===== src/rtl/dps_pkg.sv =====
// Shared constants, types and the value series for the DRAM pattern sizer.
// Assumes byte-wide data; the series length is fixed at eight.
package dps_pkg;

    localparam int BYTE_W  = 8;
    localparam int NUM_PAT = 8;
    localparam int PIDX_W  = 3;

    // Marker written to the half-window top address while sizing.
    localparam logic [BYTE_W-1:0] MARKER = 8'h96;

    typedef enum logic [2:0] {
        ST_IDLE,
        ST_MARK_WR,
        ST_PAT_WR,
        ST_PAT_RD,
        ST_MARK_RD
    } seq_state_t;

    typedef enum logic [1:0] {
        AP_IDLE,
        AP_REQ,
        AP_WAIT
    } acc_state_t;

    // Test value for a given position in the series.
    function automatic logic [BYTE_W-1:0] pat_value(input logic [PIDX_W-1:0] idx);
        logic [BYTE_W-1:0] v;
        case (idx)
            3'd0:    v = 8'hF0;
            3'd1:    v = 8'h0F;
            3'd2:    v = 8'hAA;
            3'd3:    v = 8'h55;
            3'd4:    v = 8'hC0;
            3'd5:    v = 8'h30;
            3'd6:    v = 8'h0C;
            default: v = 8'h03;
        endcase
        return v;
    endfunction

endpackage


===== src/rtl/dps_access.sv =====
// One-command-at-a-time access port toward the DRAM sequencer.
// Latches a command on go, holds it until req_ready, and for reads waits
// for rsp_valid. fin pulses for one cycle when the command completes.
// Assumes go is only raised while the port is idle.
module dps_access
    import dps_pkg::*;
#(
    parameter int ADDR_W = 12
) (
    input  logic                clk,
    input  logic                rst_n,
    input  logic                go,
    input  logic                go_write,
    input  logic [ADDR_W-1:0]   go_addr,
    input  logic [BYTE_W-1:0]   go_wdata,
    output logic                fin,
    output logic [BYTE_W-1:0]   fin_rdata,
    output logic                req_valid,
    output logic                req_write,
    output logic [ADDR_W-1:0]   req_addr,
    output logic [BYTE_W-1:0]   req_wdata,
    input  logic                req_ready,
    input  logic                rsp_valid,
    input  logic [BYTE_W-1:0]   rsp_data
);

    acc_state_t          st;
    logic                a_write;
    logic [ADDR_W-1:0]   a_addr;
    logic [BYTE_W-1:0]   a_wdata;

    // Command handshake and read-data capture.
    always_ff @(posedge clk) begin
        if (!rst_n) begin
            st        <= AP_IDLE;
            a_write   <= 1'b0;
            a_addr    <= '0;
            a_wdata   <= '0;
            fin       <= 1'b0;
            fin_rdata <= '0;
        end else begin
            fin <= 1'b0;
            case (st)
                AP_IDLE: begin
                    if (go) begin
                        a_write <= go_write;
                        a_addr  <= go_addr;
                        a_wdata <= go_wdata;
                        st      <= AP_REQ;
                    end
                end
                AP_REQ: begin
                    if (req_ready) begin
                        if (a_write) begin
                            fin <= 1'b1;
                            st  <= AP_IDLE;
                        end else begin
                            st <= AP_WAIT;
                        end
                    end
                end
                AP_WAIT: begin
                    if (rsp_valid) begin
                        fin_rdata <= rsp_data;
                        fin       <= 1'b1;
                        st        <= AP_IDLE;
                    end
                end
                default: st <= AP_IDLE;
            endcase
        end
    end

    // Drive the command fields from the held copy.
    always_comb begin
        req_valid = (st == AP_REQ);
        req_write = a_write;
        req_addr  = a_addr;
        req_wdata = a_wdata;
    end

    // a stalled command keeps its fields
    a_r9_req_hold: assert property (@(posedge clk) disable iff (!rst_n)
        req_valid && !req_ready |=> req_valid && $stable(req_addr)
                                    && $stable(req_write) && $stable(req_wdata));

    // a new command is only launched when nothing is outstanding
    a_r9_go_when_idle: assert property (@(posedge clk) disable iff (!rst_n)
        go |-> st == AP_IDLE);

endmodule


===== src/rtl/dps_window.sv =====
// Address window decoder: for a candidate line count n gives the top
// address of the full window (2^n-1) and of the half window (2^(n-1)-1).
// Assumes n <= ADDR_W.
module dps_window #(
    parameter int ADDR_W = 12,
    parameter int CNT_W  = 4
) (
    input  logic [CNT_W-1:0]  lines,
    output logic [ADDR_W-1:0] hi_addr,
    output logic [ADDR_W-1:0] lo_addr
);

    logic [ADDR_W-1:0] mask;

    // Thermometer mask: bit g is set when it lies below the line count.
    for (genvar g = 0; g < ADDR_W; g++) begin : g_therm
        assign mask[g] = (CNT_W'(g) < lines);
    end

    // Half window is the full window shifted down one line.
    always_comb begin
        hi_addr = mask;
        lo_addr = mask >> 1;
    end

endmodule


===== src/rtl/dps_sequencer.sv =====
// Test sequencer: runs the eight-value write/read/compare series at one
// address, or walks candidate line counts downward for sizing with a
// marker at the half-window top. Issues one access at a time via the
// access port and waits for its fin pulse. Results hold until next start.
module dps_sequencer
    import dps_pkg::*;
#(
    parameter int ADDR_W = 12,
    parameter int CNT_W  = 4
) (
    input  logic                clk,
    input  logic                rst_n,
    input  logic                start,
    input  logic                start_size,
    input  logic [ADDR_W-1:0]   test_addr,
    input  logic [CNT_W-1:0]    cfg_max_bits,
    input  logic [ADDR_W-1:0]   hi_addr,
    input  logic [ADDR_W-1:0]   lo_addr,
    output logic [CNT_W-1:0]    cur_bits,
    output logic                acc_go,
    output logic                acc_write,
    output logic [ADDR_W-1:0]   acc_addr,
    output logic [BYTE_W-1:0]   acc_wdata,
    input  logic                acc_fin,
    input  logic [BYTE_W-1:0]   acc_rdata,
    output logic                busy,
    output logic                done,
    output logic                pass,
    output logic [PIDX_W-1:0]   fail_idx,
    output logic [CNT_W-1:0]    det_bits
);

    localparam logic [CNT_W-1:0] MAX_LINES = CNT_W'(ADDR_W);

    seq_state_t          state;
    logic                size_mode;
    logic                pend;
    logic [PIDX_W-1:0]   pidx;
    logic [CNT_W-1:0]    cnt;
    logic [ADDR_W-1:0]   tst_addr;
    logic [CNT_W-1:0]    max_eff;
    logic [BYTE_W-1:0]   cur_pat;
    logic [ADDR_W-1:0]   pat_addr;
    logic                last_count;

    // Clamp the configured maximum to the address width.
    always_comb begin
        max_eff    = (cfg_max_bits > MAX_LINES) ? MAX_LINES : cfg_max_bits;
        cur_pat    = pat_value(pidx);
        pat_addr   = size_mode ? hi_addr : tst_addr;
        last_count = (cnt <= CNT_W'(1));
        cur_bits   = cnt;
    end

    // Access command for the current step.
    always_comb begin
        acc_go    = (state != ST_IDLE) && !pend;
        acc_write = 1'b0;
        acc_addr  = '0;
        acc_wdata = '0;
        case (state)
            ST_MARK_WR: begin
                acc_write = 1'b1;
                acc_addr  = lo_addr;
                acc_wdata = MARKER;
            end
            ST_PAT_WR: begin
                acc_write = 1'b1;
                acc_addr  = pat_addr;
                acc_wdata = cur_pat;
            end
            ST_PAT_RD:  acc_addr = pat_addr;
            ST_MARK_RD: acc_addr = lo_addr;
            default: ;
        endcase
    end

    // Step sequencing, comparison and result registers.
    always_ff @(posedge clk) begin
        if (!rst_n) begin
            state     <= ST_IDLE;
            size_mode <= 1'b0;
            pend      <= 1'b0;
            pidx      <= '0;
            cnt       <= '0;
            tst_addr  <= '0;
            busy      <= 1'b0;
            done      <= 1'b0;
            pass      <= 1'b0;
            fail_idx  <= '0;
            det_bits  <= '0;
        end else begin
            done <= 1'b0;
            if (acc_go) begin
                pend <= 1'b1;
            end else if (acc_fin) begin
                pend <= 1'b0;
            end
            case (state)
                ST_IDLE: begin
                    if (start) begin
                        pass      <= 1'b0;
                        fail_idx  <= '0;
                        det_bits  <= '0;
                        size_mode <= start_size;
                        tst_addr  <= test_addr;
                        pidx      <= '0;
                        pend      <= 1'b0;
                        if (!start_size) begin
                            busy  <= 1'b1;
                            state <= ST_PAT_WR;
                        end else if (max_eff == '0) begin
                            done <= 1'b1;
                        end else begin
                            busy  <= 1'b1;
                            cnt   <= max_eff;
                            state <= ST_MARK_WR;
                        end
                    end
                end
                ST_MARK_WR: begin
                    if (acc_fin) begin
                        pidx  <= '0;
                        state <= ST_PAT_WR;
                    end
                end
                ST_PAT_WR: begin
                    if (acc_fin) begin
                        state <= ST_PAT_RD;
                    end
                end
                ST_PAT_RD: begin
                    if (acc_fin) begin
                        if (acc_rdata == cur_pat) begin
                            if (pidx == PIDX_W'(NUM_PAT - 1)) begin
                                if (size_mode) begin
                                    state <= ST_MARK_RD;
                                end else begin
                                    pass  <= 1'b1;
                                    busy  <= 1'b0;
                                    done  <= 1'b1;
                                    state <= ST_IDLE;
                                end
                            end else begin
                                pidx  <= pidx + PIDX_W'(1);
                                state <= ST_PAT_WR;
                            end
                        end else if (size_mode) begin
                            if (last_count) begin
                                busy  <= 1'b0;
                                done  <= 1'b1;
                                state <= ST_IDLE;
                            end else begin
                                cnt   <= cnt - CNT_W'(1);
                                state <= ST_MARK_WR;
                            end
                        end else begin
                            fail_idx <= pidx;
                            busy     <= 1'b0;
                            done     <= 1'b1;
                            state    <= ST_IDLE;
                        end
                    end
                end
                ST_MARK_RD: begin
                    if (acc_fin) begin
                        if (acc_rdata == MARKER) begin
                            det_bits <= cnt;
                            pass     <= 1'b1;
                            busy     <= 1'b0;
                            done     <= 1'b1;
                            state    <= ST_IDLE;
                        end else if (last_count) begin
                            busy  <= 1'b0;
                            done  <= 1'b1;
                            state <= ST_IDLE;
                        end else begin
                            cnt   <= cnt - CNT_W'(1);
                            state <= ST_MARK_WR;
                        end
                    end
                end
                default: state <= ST_IDLE;
            endcase
        end
    end

    // the done cycle never overlaps busy
    a_r10_done_not_busy: assert property (@(posedge clk) disable iff (!rst_n)
        done |-> !busy);

    // a start during a run leaves the run's setup untouched
    a_r8_start_ignored: assert property (@(posedge clk) disable iff (!rst_n)
        busy && start |=> $stable(size_mode) && $stable(tst_addr));

    // a failed run never reports a size
    a_r7_no_size_on_fail: assert property (@(posedge clk) disable iff (!rst_n)
        done && !pass |-> det_bits == '0);

    // the candidate count stays within 1..ADDR_W while sizing
    a_r5_count_range: assert property (@(posedge clk) disable iff (!rst_n)
        busy && size_mode |-> cnt >= CNT_W'(1) && cnt <= MAX_LINES);

endmodule


===== src/rtl/dram_pattern_sizer.sv =====
// Top of the DRAM pattern tester and sizer. Connects the sequencer, the
// address window decoder and the single-command access port, and forms
// the size output from the detected line count.
module dram_pattern_sizer
    import dps_pkg::*;
#(
    parameter int ADDR_W = 12,
    localparam int CNT_W = $clog2(ADDR_W + 1),
    localparam int SZ_W  = ADDR_W + 1
) (
    input  logic              clk,
    input  logic              rst_n,
    input  logic              start,
    input  logic              start_size,
    input  logic [ADDR_W-1:0] test_addr,
    input  logic [CNT_W-1:0]  cfg_max_bits,
    output logic              busy,
    output logic              done,
    output logic              pass,
    output logic [2:0]        fail_idx,
    output logic [CNT_W-1:0]  det_bits,
    output logic [SZ_W-1:0]   mem_size,
    output logic              req_valid,
    output logic              req_write,
    output logic [ADDR_W-1:0] req_addr,
    output logic [7:0]        req_wdata,
    input  logic              req_ready,
    input  logic              rsp_valid,
    input  logic [7:0]        rsp_data
);

    logic [CNT_W-1:0]  cur_bits;
    logic [ADDR_W-1:0] hi_addr;
    logic [ADDR_W-1:0] lo_addr;
    logic              acc_go;
    logic              acc_write;
    logic [ADDR_W-1:0] acc_addr;
    logic [BYTE_W-1:0] acc_wdata;
    logic              acc_fin;
    logic [BYTE_W-1:0] acc_rdata;

    dps_window #(.ADDR_W(ADDR_W), .CNT_W(CNT_W)) u_window (
        .lines   (cur_bits),
        .hi_addr (hi_addr),
        .lo_addr (lo_addr)
    );

    dps_sequencer #(.ADDR_W(ADDR_W), .CNT_W(CNT_W)) u_seq (
        .clk          (clk),
        .rst_n        (rst_n),
        .start        (start),
        .start_size   (start_size),
        .test_addr    (test_addr),
        .cfg_max_bits (cfg_max_bits),
        .hi_addr      (hi_addr),
        .lo_addr      (lo_addr),
        .cur_bits     (cur_bits),
        .acc_go       (acc_go),
        .acc_write    (acc_write),
        .acc_addr     (acc_addr),
        .acc_wdata    (acc_wdata),
        .acc_fin      (acc_fin),
        .acc_rdata    (acc_rdata),
        .busy         (busy),
        .done         (done),
        .pass         (pass),
        .fail_idx     (fail_idx),
        .det_bits     (det_bits)
    );

    dps_access #(.ADDR_W(ADDR_W)) u_acc (
        .clk       (clk),
        .rst_n     (rst_n),
        .go        (acc_go),
        .go_write  (acc_write),
        .go_addr   (acc_addr),
        .go_wdata  (acc_wdata),
        .fin       (acc_fin),
        .fin_rdata (acc_rdata),
        .req_valid (req_valid),
        .req_write (req_write),
        .req_addr  (req_addr),
        .req_wdata (req_wdata),
        .req_ready (req_ready),
        .rsp_valid (rsp_valid),
        .rsp_data  (rsp_data)
    );

    // Size is a power of two of the detected count, zero while unset.
    always_comb begin
        mem_size = (det_bits == '0) ? '0 : (SZ_W'(1) << det_bits);
    end

    // no command reaches the sequencer outside a run
    a_r11_quiet_when_idle: assert property (@(posedge clk) disable iff (!rst_n)
        req_valid |-> busy);

    // a successful sizing result is a single power of two
    a_r6_size_pow2: assert property (@(posedge clk) disable iff (!rst_n)
        done && pass && det_bits != '0 |-> $countones(mem_size) == 1);

endmodule


===== config.mk =====
export PLATFORM = sky130hd
export DESIGN_NAME = dram_pattern_sizer
export DESIGN_NICKNAME = d
export VERILOG_FILES = /design/src/rtl/dps_pkg.sv /design/src/rtl/dps_access.sv /design/src/rtl/dps_window.sv /design/src/rtl/dps_sequencer.sv /design/src/rtl/dram_pattern_sizer.sv
export SDC_FILE = /design/constraint.sdc
export NUM_CORES = 1
export LEC_CHECK = 0
export BUFFER_PORTS_ARGS = -buffer_cell sky130_fd_sc_hd__buf_2
export CORE_AREA = 2 2 118 63
export DETAILED_ROUTE_END_ITERATION = 8
export DIE_AREA = 0 0 120 65
export PLACE_DENSITY = 0.79
export SYNTH_ARGS = -nofsm -noshare
export SYNTH_HDL_FRONTEND = slang
export SYNTH_SLANG_ARGS = --single-unit

===== constraint.sdc =====
create_clock -name clk -period 3.14 [get_ports clk]
set_input_delay 0.157 -clock clk [delete_from_list [all_inputs] [get_ports clk]]
set_output_delay 0.157 -clock clk [all_outputs]
set_load 0.005 [all_outputs]

* Yosys cells after proc, flatten, opt, wreduce, memory -nomap -nowiden
Index checks and enable logic that the tools add are counted.
Cells by class: mux-type cells 90, add/sub/neg operators 2, shift-type cells 1, reduce and logical (&&, ||, !) cells 26, magnitude comparators 14, equality and inequality tests 36
Operators with widths (count):
- 8-bit case mux with 7 select lines | 1
- 3-bit 2-to-1 mux | 18
- 4-bit 2-to-1 mux | 13
- 1-bit 2-to-1 mux | 40
- 12-bit case mux with 2 select lines | 1
- 2-bit by 1-bit != test with 1-bit output (second input constant) | 9
- 2-bit != test (second input constant) | 9
- 3-bit by 4-bit < comparator with 1-bit output (first input constant) | 4
- 4-bit < comparator (first input constant) | 4
- 8-bit case mux with 2 select lines | 1
- 3-bit == test (second input constant) | 5
- 3-bit case mux with 5 select lines | 1
- 13-bit 2-to-1 mux | 1
- 1-bit by 4-bit left shift with 13-bit output (first input constant) | 1
- 3-bit by 2-bit == test with 1-bit output (second input constant) | 4
- 12-bit 2-to-1 mux | 1
- 4-bit case mux with 3 select lines | 1
- 6-bit AND reduction | 2
- 3-bit != test (second input constant) | 3
- 1-bit case mux with 3 select lines | 3
- 3-bit case mux with 3 select lines | 1
- 9-bit AND reduction | 1
- 3-bit nonzero test | 3
- 8-bit == test | 1
- 28 further kinds | 41
Storage, ports and cells: input port bits 30, bits in registers 66

* Depth between registers and ports, before layout
word-level depth 7, depth in mapped cells 10, depth with buffers taken out 9

* By module
A second synthesis with hierarchy kept.
Second synthesis, totals: cell total of the unflattened synthesis 541, area, all modules 4167.7 sq um
By module, submodules not included:
- dps_sequencer | seq. area each 680.7 sq um, area each 2464.9 sq um, cells an instance 344, instances 1
- dps_access | seq. area each 640.6 sq um, area each 1273.7 sq um, cells an instance 150, instances 1
- dram_pattern_sizer | seq. area each 0.0 sq um, area each 216.5 sq um, cells an instance 18, instances 1
- dps_window | seq. area each 0.0 sq um, area each 212.7 sq um, cells an instance 29, instances 1

* Least setup slack after synthesis
OpenSTA, ideal clock, no wires.
kind register to register, start point register u_seq.pidx[2], end point register u_seq.cnt[1], in the netlist u_seq.cur_bits[1], data arrival time 2.387 ns, clock period less this slack 2.472 ns, required time 3.054 ns, slack 0.668 ns, cell stages (with the launch flop) 11, library setup time 0.086 ns, path buffers 1, cells stage by stage dfxtp_1 -> buf_2 -> inv_1 -> ha_1 -> nor4_2 -> o21bai_1 -> xnor2_1 -> nand4_4 -> o31ai_4 -> a311oi_1 -> a211oi_1
Between the ends: longest elaborated chain between the ends 5
RTL lines:
- start: declaration | line dps_sequencer.sv:38 | logic [PIDX_W-1:0] pidx;
- start signal: assignment | line dps_sequencer.sv:145 | pidx <= pidx + PIDX_W'(1);
- 3-bit == test, or another cell as far along | line dps_pkg.sv:29 | case (idx)
- 8-bit case mux with 7 select lines * | line dps_pkg.sv:29
- 8-bit == test * | line dps_sequencer.sv:134 | if (acc_rdata == cur_pat) begin
- 2-bit != test (no source line) *
- 9-bit AND reduction (no source line) *
- end signal: assignment | line dps_sequencer.sv:116 | cnt <= max_eff;
- end signal: assignment | line dps_sequencer.sv:154 | cnt <= cnt - CNT_W'(1);
- end signal: assignment | line dps_sequencer.sv:178 | cnt <= cnt - CNT_W'(1);
- end: declaration | line dps_sequencer.sv:39 | logic [CNT_W-1:0] cnt;
Every way passes the cells marked *; elsewhere a longest branch is shown, timed or not. A chain may end at the register's enable or synchronous reset.

* Worst setup path in the final report
start point register u_seq.pidx[0], end point register u_seq.cnt[0], in the netlist u_seq.cur_bits[0]
Same word-level chain as after synthesis.

==> impl_metrics.csv <==
group,metric,value,unit
routing,routed_wl,10.6,mm
placed_design,io_buffers,73,
logic_synthesis,synth_area,3630,um2
timing,min_period,2.89,ns
logic_synthesis,synthMuxAreaShare,2.00,%
logic_synthesis,async_reset_ff_share,0,%
global_routing,grt_overflow,0,
die,chipWidth,120,um
routing,drt_iter0_drc,456,
cts,root_buffer,"clkbuf_16",
routing,wire_per_inst,16.6,um
cts,clock-sinks,66,
timing,rsz0062_at_grt,"no",
setup_path,cp_data_arrival_time,3.11,ns
setup_path,required,3.36,ns
cts,clockBufferDepth,2,
logic_synthesis,synth_area_leader_cell,"dfxtp_1",
setup_path,critPathKind,"reg2reg",
run_status,status,"complete, no violations",
timing,report.final.slew_viol_count,0,
job,drv_cap,0,
timing,tns,0,ns
timing,finalSetupViolCount,0,
setup_path,crit_path_end_kind,"register",
finish,areaGrowthSynthToFinish,18.1,%
timing,hold_slack,0.0589,ns
die,rows,22,
worst_hold_path,hp-class,"in2reg",
logic_synthesis,synth-xor-area-share,1.21,%
setup_path,r2r_end,"u_seq.cur_bits[0]$_SDFFE_PN0P_",
timing,slew_headroom,35.7,%
finish,layout-drive-gt1-share,17.6,%
logic_synthesis,ys.flop_type,"dfxtp_1",
global_routing,first_global_vias,3301,
setup_path,critPathLaunchType,"register",
logic_synthesis,synth_top_area_share,36.4,%
cts,htree_levels,3,
worst_hold_path,worst_hold_startpoint,"test_addr[11]",
logic_synthesis,synthSimpleGateAreaFrac,26.7,%
routing,ant_nets,0,
logic_synthesis,avgSynthCellArea,7.47,um2
setup_path,r2r_setup_slack,0.25,ns
die,io_pins,75,
worst_hold_path,hold_end,"u_seq.tst_addr[11]$_SDFFE_PN0P_",
setup_path,r2r_cells,9,
routing,dr.pass1.iters,6,
logic_synthesis,synth_top_family_by_area,"simple AND/OR/NAND/NOR gates",
logic_synthesis,synth-seq-cells,66,
cts,numCtsBuffers,9,
setup_path,reg2reg_from,"u_seq.pidx[0]$_SDFFE_PN0P_",
die,die_area,7800,um2
logic_synthesis,yosysWarningCount,0,
finish,fin_nets,582,
power_and_ir_drop,vdd_drop_max,0.000278,V
timing,tightest_slew,0.965,ns
logic_synthesis,synth_fa_ha_area_share,4.13,%
logic_synthesis,syn_nets,528,
logic_synthesis,synthCells,486,
placed_design,hpwlAfterDp,7.73,mm
cts,clock_latency,0.33,ns
routing,vias_per_cell,5.88,
global_routing,grt_use_total,28.1,%
timing,hold_viol,0,
finish,antenna_cells,0,
logic_synthesis,ys_types,57,
placed_design,gp_congestion,1.03,
power_and_ir_drop,finalPower,2280,uW
global_routing,grt_first_pass_wirelength,16.9,mm
logic_synthesis,synth_edf_count,0,
worst_hold_path,holdPathStages,3,
placed_design,dpl-instance-area,4000,um2
timing,fin_crit_sh,91.9,%
power_and_ir_drop,cellPowerDensity,532,nW/um2
routing,drcViolationCount,0,
die,start_util,52.6,%
setup_path,cp_max_fo,13,
global_routing,grt_max_degree,55,
cts,post_cts_buffers,0,
finish,final_common_cell,"buf_2",
finish,final_area,4290,um2
logic_synthesis,synthTopCellsByArea,"dfxtp_1 36%, a21oi_1 7.7%, nand2_1 7.1%",
timing,max_freq,347,MHz
logic_synthesis,synth-compound-area-share,24.0,%
cts,clk_pin_slew,0.05,ns
logic_synthesis,yosysSeqAreaShare,36.4,%
routing,vias,3771,
die,coreArea,6910,um2
timing,fin_skew,0.00482,ns
global_routing,antenna_found_initial,0,
cts,cts_tree,"yes",
finish,final_cell_mix,"73 x buf_2, 69 x nand2_1, 65 x dfxtp_1",
power_and_ir_drop,power_leakage,0.00172,uW
die,die_h,65,um
==> cell type report <==
| cell class | instances | area (um2) |
|---|---|---|
| Fill cell | 657 | 2620 |
| Multi-Input combinational cell | 371 | 2120 |
| Sequential cell | 66 | 1320 |
| Timing Repair Buffer | 75 | 380 |
| Clock buffer | 13 | 240 |
| Tap cell | 96 | 120 |
| Inverter | 17 | 63.8 |
| Clock inverter | 3 | 40.0 |
==> metrics by stage <==
stage / instances / setup WS, ns / util (%)
5_1_grt: 641 / 0.0981 / 62.1
6_report: 641 / 0.255 / 62.1
4_1_cts: 641 / 0.105 / 61.9
3_3_place_gp: 625 / 0.372 / 57.9
3_5_place_dp: 625 / 0.110 / 57.9
2_1_floorplan: 486 / 0.668 / -
==> flip-flops by register name (all words and copies together), names as in the netlist, 2 cells and up <==
name / cells
u_seq.fail_idx: 3
u_seq.cur_bits: 4
u_acc.fin_rdata: 8
u_seq.pidx: 3
u_seq.det_bits: 4
u_acc.st: 2
u_seq.tst_addr: 12
u_acc.req_wdata: 8
u_acc.req_addr: 12
u_seq.state: 3
==> synthesized netlist by cell type, types with 2 or more instances <==
cell and number:
o211ai_1 6, a221oi_1 2, o32ai_1 2, a21oi_1 56, xnor2_1 2, ha_1 12
o22ai_1 10, and2_1 2, nand2_1 69, inv_1 16, o21ai_0 26, nor2b_1 8
or2_2 2, nor2_1 58, a22oi_1 14, xor2_1 3, a31oi_1 2, a211oi_1 4
buf_2 3, nor4bb_1 2, nand3_1 15, o311ai_0 2, nor3_1 16, o31ai_1 4
nand2b_1 13, dfxtp_1 66, nor4_1 5, mux2i_1 5, clkbuf_1 27, a21o_1 2
nand4_1 5, o21a_1 2
==> where the power goes <==
group	total (uW)	switching, uW	internal, uW
clock	964	351	612
sequential	941	56.7	884
combinational	375	245	131
total	2280	653	1630
==> cells by family (layout without fill, tap and decap cells) <==
logic type,Yosys count,count (layout)
muxes,6,6
xor gates and xnor gates,5,5
buffers and inverters,49,108
DFF,66,66
adders and majority gates,12,12
other,1,1
AOI/OAI and AO/OA,142,142
and+or+nand+nor,205,205
==> worst max path at each step <==
| stage | start | to | depth (start not counted) |
|---|---|---|---|
| global placement | u_seq.pidx[2]$_SDFFE_PN0P_ | u_seq.cur_bits[1]$_SDFFE_PN0P_ | 9 |
| global route | u_seq.pidx[0]$_SDFFE_PN0P_ | u_seq.cur_bits[0]$_SDFFE_PN0P_ | 9 |
| detailed placement | u_seq.pidx[2]$_SDFFE_PN0P_ | u_seq.cur_bits[0]$_SDFFE_PN0P_ | 9 |
| CTS | u_seq.pidx[2]$_SDFFE_PN0P_ | u_seq.cur_bits[0]$_SDFFE_PN0P_ | 9 |
| finish | u_seq.pidx[0]$_SDFFE_PN0P_ | u_seq.cur_bits[0]$_SDFFE_PN0P_ | 9 |
| floorplan | u_seq.pidx[2]$_SDFFE_PN0P_ | u_seq.cur_bits[1]$_SDFFE_PN0P_ | 10 |
==> worst max-delay path: stages, from the launching register on <==
cell      delay, ns
dfxtp_1        0.37
inv_1          0.09
ha_1           0.38
nor2b_1        0.24
or4_1          0.47
o211ai_1       0.11
nand3_1        0.25
o31ai_4        0.44
a31oi_1        0.09
o32ai_1        0.31
==> metal layers <==
metal	vias to the layer above	part of all wire [%]	global-route usage [%]
met3	12	13	10.7
met1	1715	50	42.9
met2	224	36	36.2
met5	-	0	0
met4	0	0.74	6.32
li1	1820	-	-
==> repair_timing <==
item,in CTS,in global routing
setup endpoints to repair,0,8
resized for setup,0,2
hold buffers,0,0
Note: power is estimated with default switching activity, not from simulation.
